===== src/rtl/adc_seq_pkg.sv =====
// Shared types and register offsets for the sampling controller.
// Assumes a byte-wide bus with a 4-bit offset.
package adc_seq_pkg;
    localparam int ADDR_W = 4;
    localparam int DATA_W = 8;

    typedef enum logic [1:0] {
        TRIG_SOFT  = 2'd0,
        TRIG_PACER = 2'd1,
        TRIG_EXT   = 2'd2,
        TRIG_NONE  = 2'd3
    } trig_src_e;

    typedef enum logic [1:0] {
        XFER_POLL = 2'd0,
        XFER_IRQ  = 2'd1,
        XFER_DMA  = 2'd2,
        XFER_RSVD = 2'd3
    } xfer_e;

    typedef struct packed {
        xfer_e     xfer;
        trig_src_e trig;
    } mode_t;

    localparam logic [ADDR_W-1:0] OFS_DIVA_LO = 4'd0;
    localparam logic [ADDR_W-1:0] OFS_DIVA_HI = 4'd1;
    localparam logic [ADDR_W-1:0] OFS_DIVB_LO = 4'd2;
    localparam logic [ADDR_W-1:0] OFS_DIVB_HI = 4'd3;
    localparam logic [ADDR_W-1:0] OFS_RES_LO  = 4'd4;
    localparam logic [ADDR_W-1:0] OFS_RES_HI  = 4'd5;
    localparam logic [ADDR_W-1:0] OFS_IRQ_CLR = 4'd8;
    localparam logic [ADDR_W-1:0] OFS_CHAN    = 4'd9;
    localparam logic [ADDR_W-1:0] OFS_MODE    = 4'd11;
    localparam logic [ADDR_W-1:0] OFS_SWTRIG  = 4'd12;
    localparam logic [ADDR_W-1:0] OFS_STATUS  = 4'd13;
endpackage


===== src/rtl/adc_div_stage.sv =====
// One pacer divider stage: emits a pulse once every DIV enabled cycles.
// Assumes: load comes one cycle after the divider value changes; div==0 halts.
module adc_div_stage #(
    parameter int DIV_W = 16
) (
    input  logic             clk,
    input  logic             rst_n,
    input  logic             en,
    input  logic             load,
    input  logic [DIV_W-1:0] div,
    output logic             pulse
);
    logic [DIV_W-1:0] cnt_q;
    logic             active;

    assign active = en && (div != '0) && !load;
    assign pulse  = active && (cnt_q <= DIV_W'(1));

    // Count down enabled cycles, reloading on terminal count or on load.
    always_ff @(posedge clk) begin
        if (!rst_n)
            cnt_q <= '0;
        else if (load)
            cnt_q <= div;
        else if (active)
            cnt_q <= (cnt_q <= DIV_W'(1)) ? div : cnt_q - DIV_W'(1);
    end
endmodule


===== src/rtl/adc_pacer.sv =====
// Cascaded divider pacer: stage 0 counts time-base ticks, each later stage
// counts pulses of the stage before it; the last stage's pulse is a request.
// Assumes a zero in any stage halts everything downstream of it.
module adc_pacer #(
    parameter int DIV_W  = 16,
    parameter int STAGES = 2
) (
    input  logic                         clk,
    input  logic                         rst_n,
    input  logic                         tick,
    input  logic [STAGES-1:0][DIV_W-1:0] div,
    input  logic [STAGES-1:0]            load,
    output logic                         req
);
    logic [STAGES:0] chain;

    assign chain[0] = tick;

    generate
        for (genvar s = 0; s < STAGES; s++) begin : g_stage
            adc_div_stage #(.DIV_W(DIV_W)) u_stage (
                .clk   (clk),
                .rst_n (rst_n),
                .en    (chain[s]),
                .load  (load[s]),
                .div   (div[s]),
                .pulse (chain[s+1])
            );
        end
    endgenerate

    assign req = chain[STAGES];
endmodule


===== src/rtl/adc_bus_regs.sv =====
// Register file and bus decode: divider, mode and channel registers, command
// strobes and the combinational read mux (DMA bytes override normal reads).
// Assumes one-cycle read/write strobes; a read during an acknowledged DMA cycle
// has no side effect.
module adc_bus_regs
    import adc_seq_pkg::*;
#(
    parameter int DIV_W  = 16,
    parameter int RES_W  = 12,
    parameter int CHAN_W = 4
) (
    input  logic                  clk,
    input  logic                  rst_n,
    input  logic [ADDR_W-1:0]     bus_addr,
    input  logic                  bus_wr,
    input  logic                  bus_rd,
    input  logic [DATA_W-1:0]     bus_wdata,
    output logic [DATA_W-1:0]     bus_rdata,
    output logic [DIV_W-1:0]      div_a,
    output logic [DIV_W-1:0]      div_b,
    output logic                  div_a_ld,
    output logic                  div_b_ld,
    output mode_t                 mode,
    output logic [CHAN_W+1:0]     chan_cfg,
    output logic                  sw_trig,
    output logic                  irq_clr,
    output logic                  status_rd,
    output logic                  reshi_rd,
    input  logic [RES_W-1:0]      result,
    input  logic                  ready_n,
    input  logic                  busy,
    input  logic                  overrun,
    input  logic                  dma_req,
    input  logic                  dma_ack,
    input  logic                  dma_phase
);
    localparam int DIV_HI_W = DIV_W - DATA_W;
    localparam int RES_HI_W = RES_W - DATA_W;
    localparam logic [CHAN_W+1:0] CHAN_RST = (CHAN_W+2)'(1) << CHAN_W;

    logic dma_xfer;
    logic rd_eff;
    logic wr_a, wr_b;

    assign dma_xfer  = dma_req && dma_ack;
    assign rd_eff    = bus_rd && !dma_xfer;
    assign sw_trig   = bus_wr && (bus_addr == OFS_SWTRIG);
    assign irq_clr   = bus_wr && (bus_addr == OFS_IRQ_CLR);
    assign status_rd = rd_eff && (bus_addr == OFS_STATUS);
    assign reshi_rd  = rd_eff && (bus_addr == OFS_RES_HI);
    assign wr_a      = bus_wr && ((bus_addr == OFS_DIVA_LO) || (bus_addr == OFS_DIVA_HI));
    assign wr_b      = bus_wr && ((bus_addr == OFS_DIVB_LO) || (bus_addr == OFS_DIVB_HI));

    // Hold the writable configuration registers.
    always_ff @(posedge clk) begin
        if (!rst_n) begin
            div_a    <= '0;
            div_b    <= '0;
            mode     <= '0;
            chan_cfg <= CHAN_RST;
        end else if (bus_wr) begin
            case (bus_addr)
                OFS_DIVA_LO: div_a[DATA_W-1:0]     <= bus_wdata;
                OFS_DIVA_HI: div_a[DIV_W-1:DATA_W] <= bus_wdata[DIV_HI_W-1:0];
                OFS_DIVB_LO: div_b[DATA_W-1:0]     <= bus_wdata;
                OFS_DIVB_HI: div_b[DIV_W-1:DATA_W] <= bus_wdata[DIV_HI_W-1:0];
                OFS_MODE:    mode                  <= mode_t'(bus_wdata[3:0]);
                OFS_CHAN:    chan_cfg              <= bus_wdata[CHAN_W+1:0];
                default: ;
            endcase
        end
    end

    // Delay divider-load strobes so stages reload with the updated value.
    always_ff @(posedge clk) begin
        if (!rst_n) begin
            div_a_ld <= 1'b0;
            div_b_ld <= 1'b0;
        end else begin
            div_a_ld <= wr_a;
            div_b_ld <= wr_b;
        end
    end

    // Select read data: DMA byte while acknowledged, else addressed register.
    always_comb begin
        bus_rdata = '0;
        if (dma_xfer) begin
            bus_rdata = dma_phase ? DATA_W'(result[RES_W-1:DATA_W]) : result[DATA_W-1:0];
        end else if (bus_rd) begin
            case (bus_addr)
                OFS_DIVA_LO: bus_rdata = div_a[DATA_W-1:0];
                OFS_DIVA_HI: bus_rdata = DATA_W'(div_a[DIV_W-1:DATA_W]);
                OFS_DIVB_LO: bus_rdata = div_b[DATA_W-1:0];
                OFS_DIVB_HI: bus_rdata = DATA_W'(div_b[DIV_W-1:DATA_W]);
                OFS_RES_LO:  bus_rdata = result[DATA_W-1:0];
                OFS_RES_HI:  bus_rdata = DATA_W'(result[RES_W-1:RES_W-RES_HI_W]);
                OFS_CHAN:    bus_rdata = DATA_W'(chan_cfg);
                OFS_MODE:    bus_rdata = DATA_W'(mode);
                OFS_STATUS:  bus_rdata = DATA_W'({overrun, busy, ready_n});
                default:     bus_rdata = '0;
            endcase
        end
    end
endmodule


===== src/rtl/adc_conv_seq.sv =====
// Conversion sequencer: accepts one request when idle, handshakes with the
// converter, latches the result and updates ready, overrun, interrupt and DMA.
// Assumes conv_done is a single-cycle pulse; a done while idle is ignored.
module adc_conv_seq
    import adc_seq_pkg::*;
#(
    parameter int RES_W = 12
) (
    input  logic             clk,
    input  logic             rst_n,
    input  logic             trig,
    input  xfer_e            xfer,
    input  logic             conv_done,
    input  logic [RES_W-1:0] conv_data,
    input  logic             irq_clr,
    input  logic             status_rd,
    input  logic             reshi_rd,
    input  logic             dma_ack,
    output logic             conv_start,
    output logic             busy,
    output logic [RES_W-1:0] result,
    output logic             ready_n,
    output logic             overrun,
    output logic             irq,
    output logic             dma_req,
    output logic             dma_phase
);
    logic accept;
    logic done_ok;
    logic dma_last;

    assign accept   = trig && !busy;
    assign done_ok  = conv_done && busy;
    assign dma_last = dma_req && dma_ack && dma_phase;

    // Track the busy window and issue the start pulse.
    always_ff @(posedge clk) begin
        if (!rst_n) begin
            busy       <= 1'b0;
            conv_start <= 1'b0;
        end else begin
            conv_start <= accept;
            if (accept)
                busy <= 1'b1;
            else if (done_ok)
                busy <= 1'b0;
        end
    end

    // Latch the result and drive the active-low ready bit.
    always_ff @(posedge clk) begin
        if (!rst_n) begin
            result  <= '0;
            ready_n <= 1'b1;
        end else if (done_ok) begin
            result  <= conv_data;
            ready_n <= 1'b0;
        end else if (reshi_rd || dma_last) begin
            ready_n <= 1'b1;
        end
    end

    // Record requests lost to a busy converter; a status read clears it.
    always_ff @(posedge clk) begin
        if (!rst_n)
            overrun <= 1'b0;
        else if (trig && busy)
            overrun <= 1'b1;
        else if (status_rd)
            overrun <= 1'b0;
    end

    // Sticky interrupt flag; a completion beats a simultaneous clear.
    always_ff @(posedge clk) begin
        if (!rst_n)
            irq <= 1'b0;
        else if (done_ok && (xfer == XFER_IRQ))
            irq <= 1'b1;
        else if (irq_clr)
            irq <= 1'b0;
    end

    // DMA request and two-beat byte sequencing.
    always_ff @(posedge clk) begin
        if (!rst_n) begin
            dma_req   <= 1'b0;
            dma_phase <= 1'b0;
        end else if (done_ok && (xfer == XFER_DMA)) begin
            dma_req   <= 1'b1;
            dma_phase <= 1'b0;
        end else if (dma_req && dma_ack) begin
            if (dma_phase) begin
                dma_req   <= 1'b0;
                dma_phase <= 1'b0;
            end else begin
                dma_phase <= 1'b1;
            end
        end
    end
endmodule


===== src/rtl/adc_seq_ctrl.sv =====
// Top of the sampling controller: selects the trigger source, synchronises
// the external trigger and joins the register file, pacer and sequencer.
// Assumes tick_2m is a one-cycle strobe at the pacer time-base rate.
module adc_seq_ctrl
    import adc_seq_pkg::*;
#(
    parameter int DIV_W       = 16,
    parameter int RES_W       = 12,
    parameter int CHAN_W      = 4,
    parameter int SYNC_STAGES = 2
) (
    input  logic              clk,
    input  logic              rst_n,
    input  logic [3:0]        bus_addr,
    input  logic              bus_wr,
    input  logic              bus_rd,
    input  logic [7:0]        bus_wdata,
    output logic [7:0]        bus_rdata,
    input  logic              tick_2m,
    input  logic              ext_trig,
    output logic              conv_start,
    input  logic              conv_done,
    input  logic [RES_W-1:0]  conv_data,
    output logic [CHAN_W-1:0] mux_chan,
    output logic [1:0]        bank_en,
    output logic              diff_mode,
    output logic              irq,
    output logic              dma_req,
    input  logic              dma_ack
);
    localparam int PACER_STAGES = 2;

    logic [DIV_W-1:0]        div_a, div_b;
    logic                    div_a_ld, div_b_ld;
    mode_t                   mode;
    logic [CHAN_W+1:0]       chan_cfg;
    logic                    sw_trig, irq_clr, status_rd, reshi_rd;
    logic [RES_W-1:0]        result;
    logic                    ready_n, busy, overrun, dma_phase;
    logic                    pacer_req, ext_rise, trig;
    logic [SYNC_STAGES:0]    ext_q;

    adc_bus_regs #(.DIV_W(DIV_W), .RES_W(RES_W), .CHAN_W(CHAN_W)) u_regs (
        .clk       (clk),
        .rst_n     (rst_n),
        .bus_addr  (bus_addr),
        .bus_wr    (bus_wr),
        .bus_rd    (bus_rd),
        .bus_wdata (bus_wdata),
        .bus_rdata (bus_rdata),
        .div_a     (div_a),
        .div_b     (div_b),
        .div_a_ld  (div_a_ld),
        .div_b_ld  (div_b_ld),
        .mode      (mode),
        .chan_cfg  (chan_cfg),
        .sw_trig   (sw_trig),
        .irq_clr   (irq_clr),
        .status_rd (status_rd),
        .reshi_rd  (reshi_rd),
        .result    (result),
        .ready_n   (ready_n),
        .busy      (busy),
        .overrun   (overrun),
        .dma_req   (dma_req),
        .dma_ack   (dma_ack),
        .dma_phase (dma_phase)
    );

    adc_pacer #(.DIV_W(DIV_W), .STAGES(PACER_STAGES)) u_pacer (
        .clk   (clk),
        .rst_n (rst_n),
        .tick  (tick_2m),
        .div   ({div_b, div_a}),
        .load  ({div_b_ld, div_a_ld}),
        .req   (pacer_req)
    );

    // Synchronise the external trigger and keep one extra stage for edges.
    always_ff @(posedge clk) begin
        if (!rst_n)
            ext_q <= '0;
        else
            ext_q <= {ext_q[SYNC_STAGES-1:0], ext_trig};
    end

    assign ext_rise = ext_q[SYNC_STAGES-1] && !ext_q[SYNC_STAGES];

    // Pass only the request of the selected trigger source.
    always_comb begin
        case (mode.trig)
            TRIG_SOFT:  trig = sw_trig;
            TRIG_PACER: trig = pacer_req;
            TRIG_EXT:   trig = ext_rise;
            default:    trig = 1'b0;
        endcase
    end

    adc_conv_seq #(.RES_W(RES_W)) u_seq (
        .clk        (clk),
        .rst_n      (rst_n),
        .trig       (trig),
        .xfer       (mode.xfer),
        .conv_done  (conv_done),
        .conv_data  (conv_data),
        .irq_clr    (irq_clr),
        .status_rd  (status_rd),
        .reshi_rd   (reshi_rd),
        .dma_ack    (dma_ack),
        .conv_start (conv_start),
        .busy       (busy),
        .result     (result),
        .ready_n    (ready_n),
        .overrun    (overrun),
        .irq        (irq),
        .dma_req    (dma_req),
        .dma_phase  (dma_phase)
    );

    assign mux_chan  = chan_cfg[CHAN_W-1:0];
    assign bank_en   = chan_cfg[CHAN_W+1:CHAN_W];
    assign diff_mode = &bank_en;
endmodule


===== config.mk =====
export PLATFORM = sky130hd
export DESIGN_NAME = adc_seq_ctrl
export DESIGN_NICKNAME = d
export VERILOG_FILES = /design/src/rtl/adc_seq_pkg.sv /design/src/rtl/adc_div_stage.sv /design/src/rtl/adc_pacer.sv /design/src/rtl/adc_bus_regs.sv /design/src/rtl/adc_conv_seq.sv /design/src/rtl/adc_seq_ctrl.sv
export SDC_FILE = /design/constraint.sdc
export NUM_CORES = 1
export LEC_CHECK = 0
export ABC_CLOCK_PERIOD_IN_PS = 2300
export BUFFER_PORTS_ARGS = -buffer_cell sky130_fd_sc_hd__buf_2
export CAP_MARGIN = 25
export CORE_ASPECT_RATIO = 0.7
export CORE_MARGIN = 2
export CORE_UTILIZATION = 50
export DETAILED_ROUTE_END_ITERATION = 12
export HOLD_SLACK_MARGIN = 0.1
export PLACE_DENSITY = 0.75
export SYNTH_ARGS = -nofsm -noshare
export SYNTH_HDL_FRONTEND = slang
export SYNTH_SLANG_ARGS = --single-unit

===== constraint.sdc =====
create_clock -name clk -period 2.3 [get_ports clk]
set_input_delay 0.46 -clock clk [delete_from_list [all_inputs] [get_ports clk]]
set_output_delay 0.46 -clock clk [all_outputs]
set_load 0.005 [all_outputs]

==> metrics.md <==
| Metric | Value |
|---|---|
| Pre-antenna DRT Iters | `7` |
| Setup CP Type | `register to output port` |
| Final Instance Area | `6770 µm²` |
| Hold Path Class | `input port to register` |
| Fin crit share | `102%` |
| Core area | `10400 µm²` |
| PwrDens | `979 nW/µm²` |
| Most frequent cells in the layout | `nand2_1, dfxtp_1, buf_4` |
| Die Footprint | `11600 µm²` |
| Layout net count | `787` |
| Vias/cell | `6.41` |
| Final worst slack | `-46.2 ps` |
| Setup crit end | `bus_rdata[3]` |
| Cell Area, Synth | `5370 µm²` |
| Reg2Reg Setup Slack | `-40 ps` |
| RSZ-0062 raised after global routing | `yes` |
| Worst-margin pin slew | `653 ps` |
| Clk_lat worst skew | `350 ps` |
| Crit path launch type | `register` |
| Worst Path Arrival | `1890 ps` |
| Die height | `90.7 µm` |
| # diodes | `0` |
| Sequential fraction of the synthesis area | `36.6%` |
| Max-Cap Viols | `0` |
| CP endpoint kind | `output port` |
| Async SR Flop Fraction | `0%` |
| Port buffer count | `49` |
| CP Max Fanout | `4` |
| Register-to-Register Path Depth | `6` |
| Critical path startpoint | `u_regs.div_a[11]` |
| Final setup TNS | `-242 ps` |
| Setup-failing EPs final | `10` |
| Peak VDD IR | `1.24 mV` |
| R2r endpoint | `u_pacer.g_stage[1].u_stage.cnt_q[14]` |
| Clk root buf | `clkbuf_16` |
| DRC | `0` |
| Final core utilization | `65.2%` |
| Worst EP required | `1840 ps` |
| Aggregate global routing overflow | `0` |
| Hpwl dp | `13.2 mm` |
| CTS clock-pin slew for the worst setup and hold paths | `70 ps` |
| Area Overhead vs Synth | `26.2%` |
| Iteration-0 DRC Markers | `699` |
| Placement-stage cell area | `6240 µm²` |
| RePlAce Congestion | `0.987` |
| Placed instance count | `868` |
| Int Power | `4050 µW` |
| TritonCTS clock tree | `done` |
| Fin. max-slew vios | `0` |
| Clock power share | `22.9%` |
| Total area of sequential cells | `1970 µm²` |
| Fin. Hold Viols | `0` |
| Syn_nets | `688` |
| Worst Path Buf+Inv | `1` |
| Fill cells | `847` |
| Setup Slack @ Placement | `-167 ps` |
| Status | `finished, violations left` |
| Vias in the first global route | `5246` |
| Register share of total power | `28.2%` |
| Gate Count Post-Synth | `652` |
| Multi-input logic area | `3390 µm²` |
| CP peak stage delay | `350 ps` |
| Final Skew | `7.52 ps` |
| Final antenna-violating net count | `0` |
| WL final | `17.9 mm` |
| Largest net degree at the start of global routing | `51` |
| Ports | `50` |
| Hold_buf cts | `0` |
| EDFF count, synth | `0` |
| Initial Util | `51.6%` |
| Share of cells above drive strength 1 | `26.1%` |
| Die W | `128 µm` |
| Syn avg cell area | `8.23 µm²` |
| Post-synthesis register bit count | `98` |
| Num Clock Sinks | `98` |
| H-tree Lvls | `3` |
| Clock buffer depth | `2` |
| Top FF cell, synth | `dfxtp_1` |
| Global-route wire length before repair | `27.9 mm` |
| Logic pwr share | `48.8%` |
| Leak Pwr | `0.00288 µW` |
| Top delay family on crit path | `compound AO/OA/AOI/OAI gates` |
| Cell mode on critical path | `o22ai_1` |
| Row Count | `31` |
| CP max-delay cell | `dfxtp_2` |
| Total GRT Usage | `30.5%` |
| Switch share | `38.9%` |
| Fin cells | `888` |
| Number of buffers created by CTS | `9` |
| Psw | `2580 µW` |
| Vias | `5695` |
| Critical path cell sequence | `mux2_4, a22oi_2, o22ai_1, a221oi_1, o22ai_1, buf_2` |
| Distinct cell type count after synthesis | `67` |
| Relative slew slack | `56.1%` |
| Tmin final | `2350 ps` |
| WP depth | `6` |
| Failing checks | `setup timing` |
| Max Freq | `426 MHz` |
| Worst flop-to-flop path startpoint | `u_pacer.g_stage[0].u_stage.cnt_q[5]` |
| YS warnings | `0` |
| Antenna violations before repair | `0` |
| WL/cell | `20.1 µm` |
[final cells by class]
| cell class | count | area share (%) |
|---|---|---|
| Sequential cell | 98 | 29.0 |
| Clock inverter | 7 | 0.961 |
| Clock buffer | 9 | 3.33 |
| Multi-Input combinational cell | 500 | 50.0 |
| Tap cell | 132 | 2.44 |
| Inverter | 15 | 0.831 |
| Timing Repair Buffer | 127 | 13.4 |
[cell usage after synthesis, types with 3 or more instances]
master / n / area [µm²]
a21oi_1: 59 / 295
mux2_2: 4 / 45.0
or3_1: 3 / 18.8
or2_2: 3 / 18.8
and2_1: 7 / 43.8
mux2i_1: 62 / 621
a31oi_1: 5 / 31.3
a211oi_1: 5 / 37.5
nor4b_1: 3 / 26.3
inv_1: 13 / 48.8
o31ai_1: 4 / 30.0
o22ai_1: 23 / 144
nand3_1: 15 / 75.1
nand4b_1: 3 / 26.3
or4_1: 12 / 90.1
buf_1: 5 / 18.8
nor3_1: 18 / 90.1
nand4_1: 3 / 18.8
and3_1: 3 / 18.8
buf_2: 3 / 15.0
nand2_1: 95 / 357
a311oi_1: 4 / 35.0
nor2b_1: 4 / 25.0
o21ai_0: 17 / 85.1
nand3b_1: 3 / 22.5
ha_1: 4 / 50.1
dfxtp_1: 98 / 1960
nor2_1: 61 / 229
mux4_2: 4 / 90.1
nor4_1: 16 / 100
a22o_1: 3 / 26.3
clkbuf_1: 29 / 109
o32ai_1: 11 / 96.3
nand2b_1: 5 / 31.3
[what timing repair did]
action,in CTS,in global routing
resized for setup,13,29
pin swaps,7,8
endpoints found under the setup margin,13,36
setup buffers,1,4
endpoints found under the hold margin,0,0
[how the worst min path moves through the flow]
| stage | end | slack (ps) | from | cells after the start |
|---|---|---|---|---|
| after floorplan | ext_q[1] | 410 | ext_q[0] | 1 |
| after global placement | ext_q[1] | 430 | ext_q[0] | 1 |
| after detailed placement | ext_q[1] | 440 | ext_q[0] | 1 |
| after CTS | ext_q[0] | 320 | ext_trig | 2 |
| after global routing | ext_q[0] | 330 | ext_trig | 2 |
| final | ext_q[0] | 320 | ext_trig | 2 |
[flip-flops by register name, indices dropped and copies added (netlist names)]
register / cells
u_regs.div_a_ld: 1
u_seq.busy: 1
u_seq.ready_n: 1
u_regs.mode: 4
u_regs.div_b: 16
u_seq.dma_phase: 1
u_seq.conv_start: 1
u_seq.overrun: 1
u_regs.div_b_ld: 1
u_seq.irq: 1
u_pacer.g_stage.u_stage.cnt_q: 32
u_regs.div_a: 16
ext_q: 3
u_seq.result: 12
u_regs.chan_cfg: 6
u_seq.dma_req: 1
[worst register-to-register path, cell delays in order (launching register included)]
cell and delay (ps):
dfxtp_2 320, or4_4 560, or4_4 520, o41a_1 390, buf_6 180, a21oi_2 150
o32ai_2 100
[per-layer routing]
layer,global-route usage [%],share of wire (%),vias to the layer above
met5,0,0,-
met4,8.42,2.0,0
met3,6.52,11,33
met2,42.7,42,346
met1,46.8,45,2712
li1,-,-,2604
[power by group through the flow]
stage | sequential (µW) | clock, µW | combinational, µW
after floorplan | 1890 | 0 | 2040
after CTS | 1870 | 1530 | 2910
after global routing | 1880 | 1590 | 3480
after global placement | 1900 | 0 | 2680
final | 1870 | 1520 | 3240
after detailed placement | 1910 | 0 | 2810
[cell families after synthesis]
| group | count (synthesis) | share of synthesized area, % |
|---|---|---|
| flops | 98 | 36.6 |
| buf+inv | 54 | 4.13 |
| compound gates | 157 | 19.4 |
| mux | 70 | 14.1 |
| simple gates | 268 | 24.7 |
| xor+xnor | 1 | 0.163 |
| fa+ha+maj | 4 | 0.933 |
[metrics by stage]
stage | hold WS (ps) | total power (µW)
floorplan | 412 | 3940
global placement | 429 | 4580
detailed placement | 443 | 4720
CTS | 318 | 6320
global route | 327 | 6950
finish | 325 | 6630
Note: power is estimated with default switching activity, not from simulation.
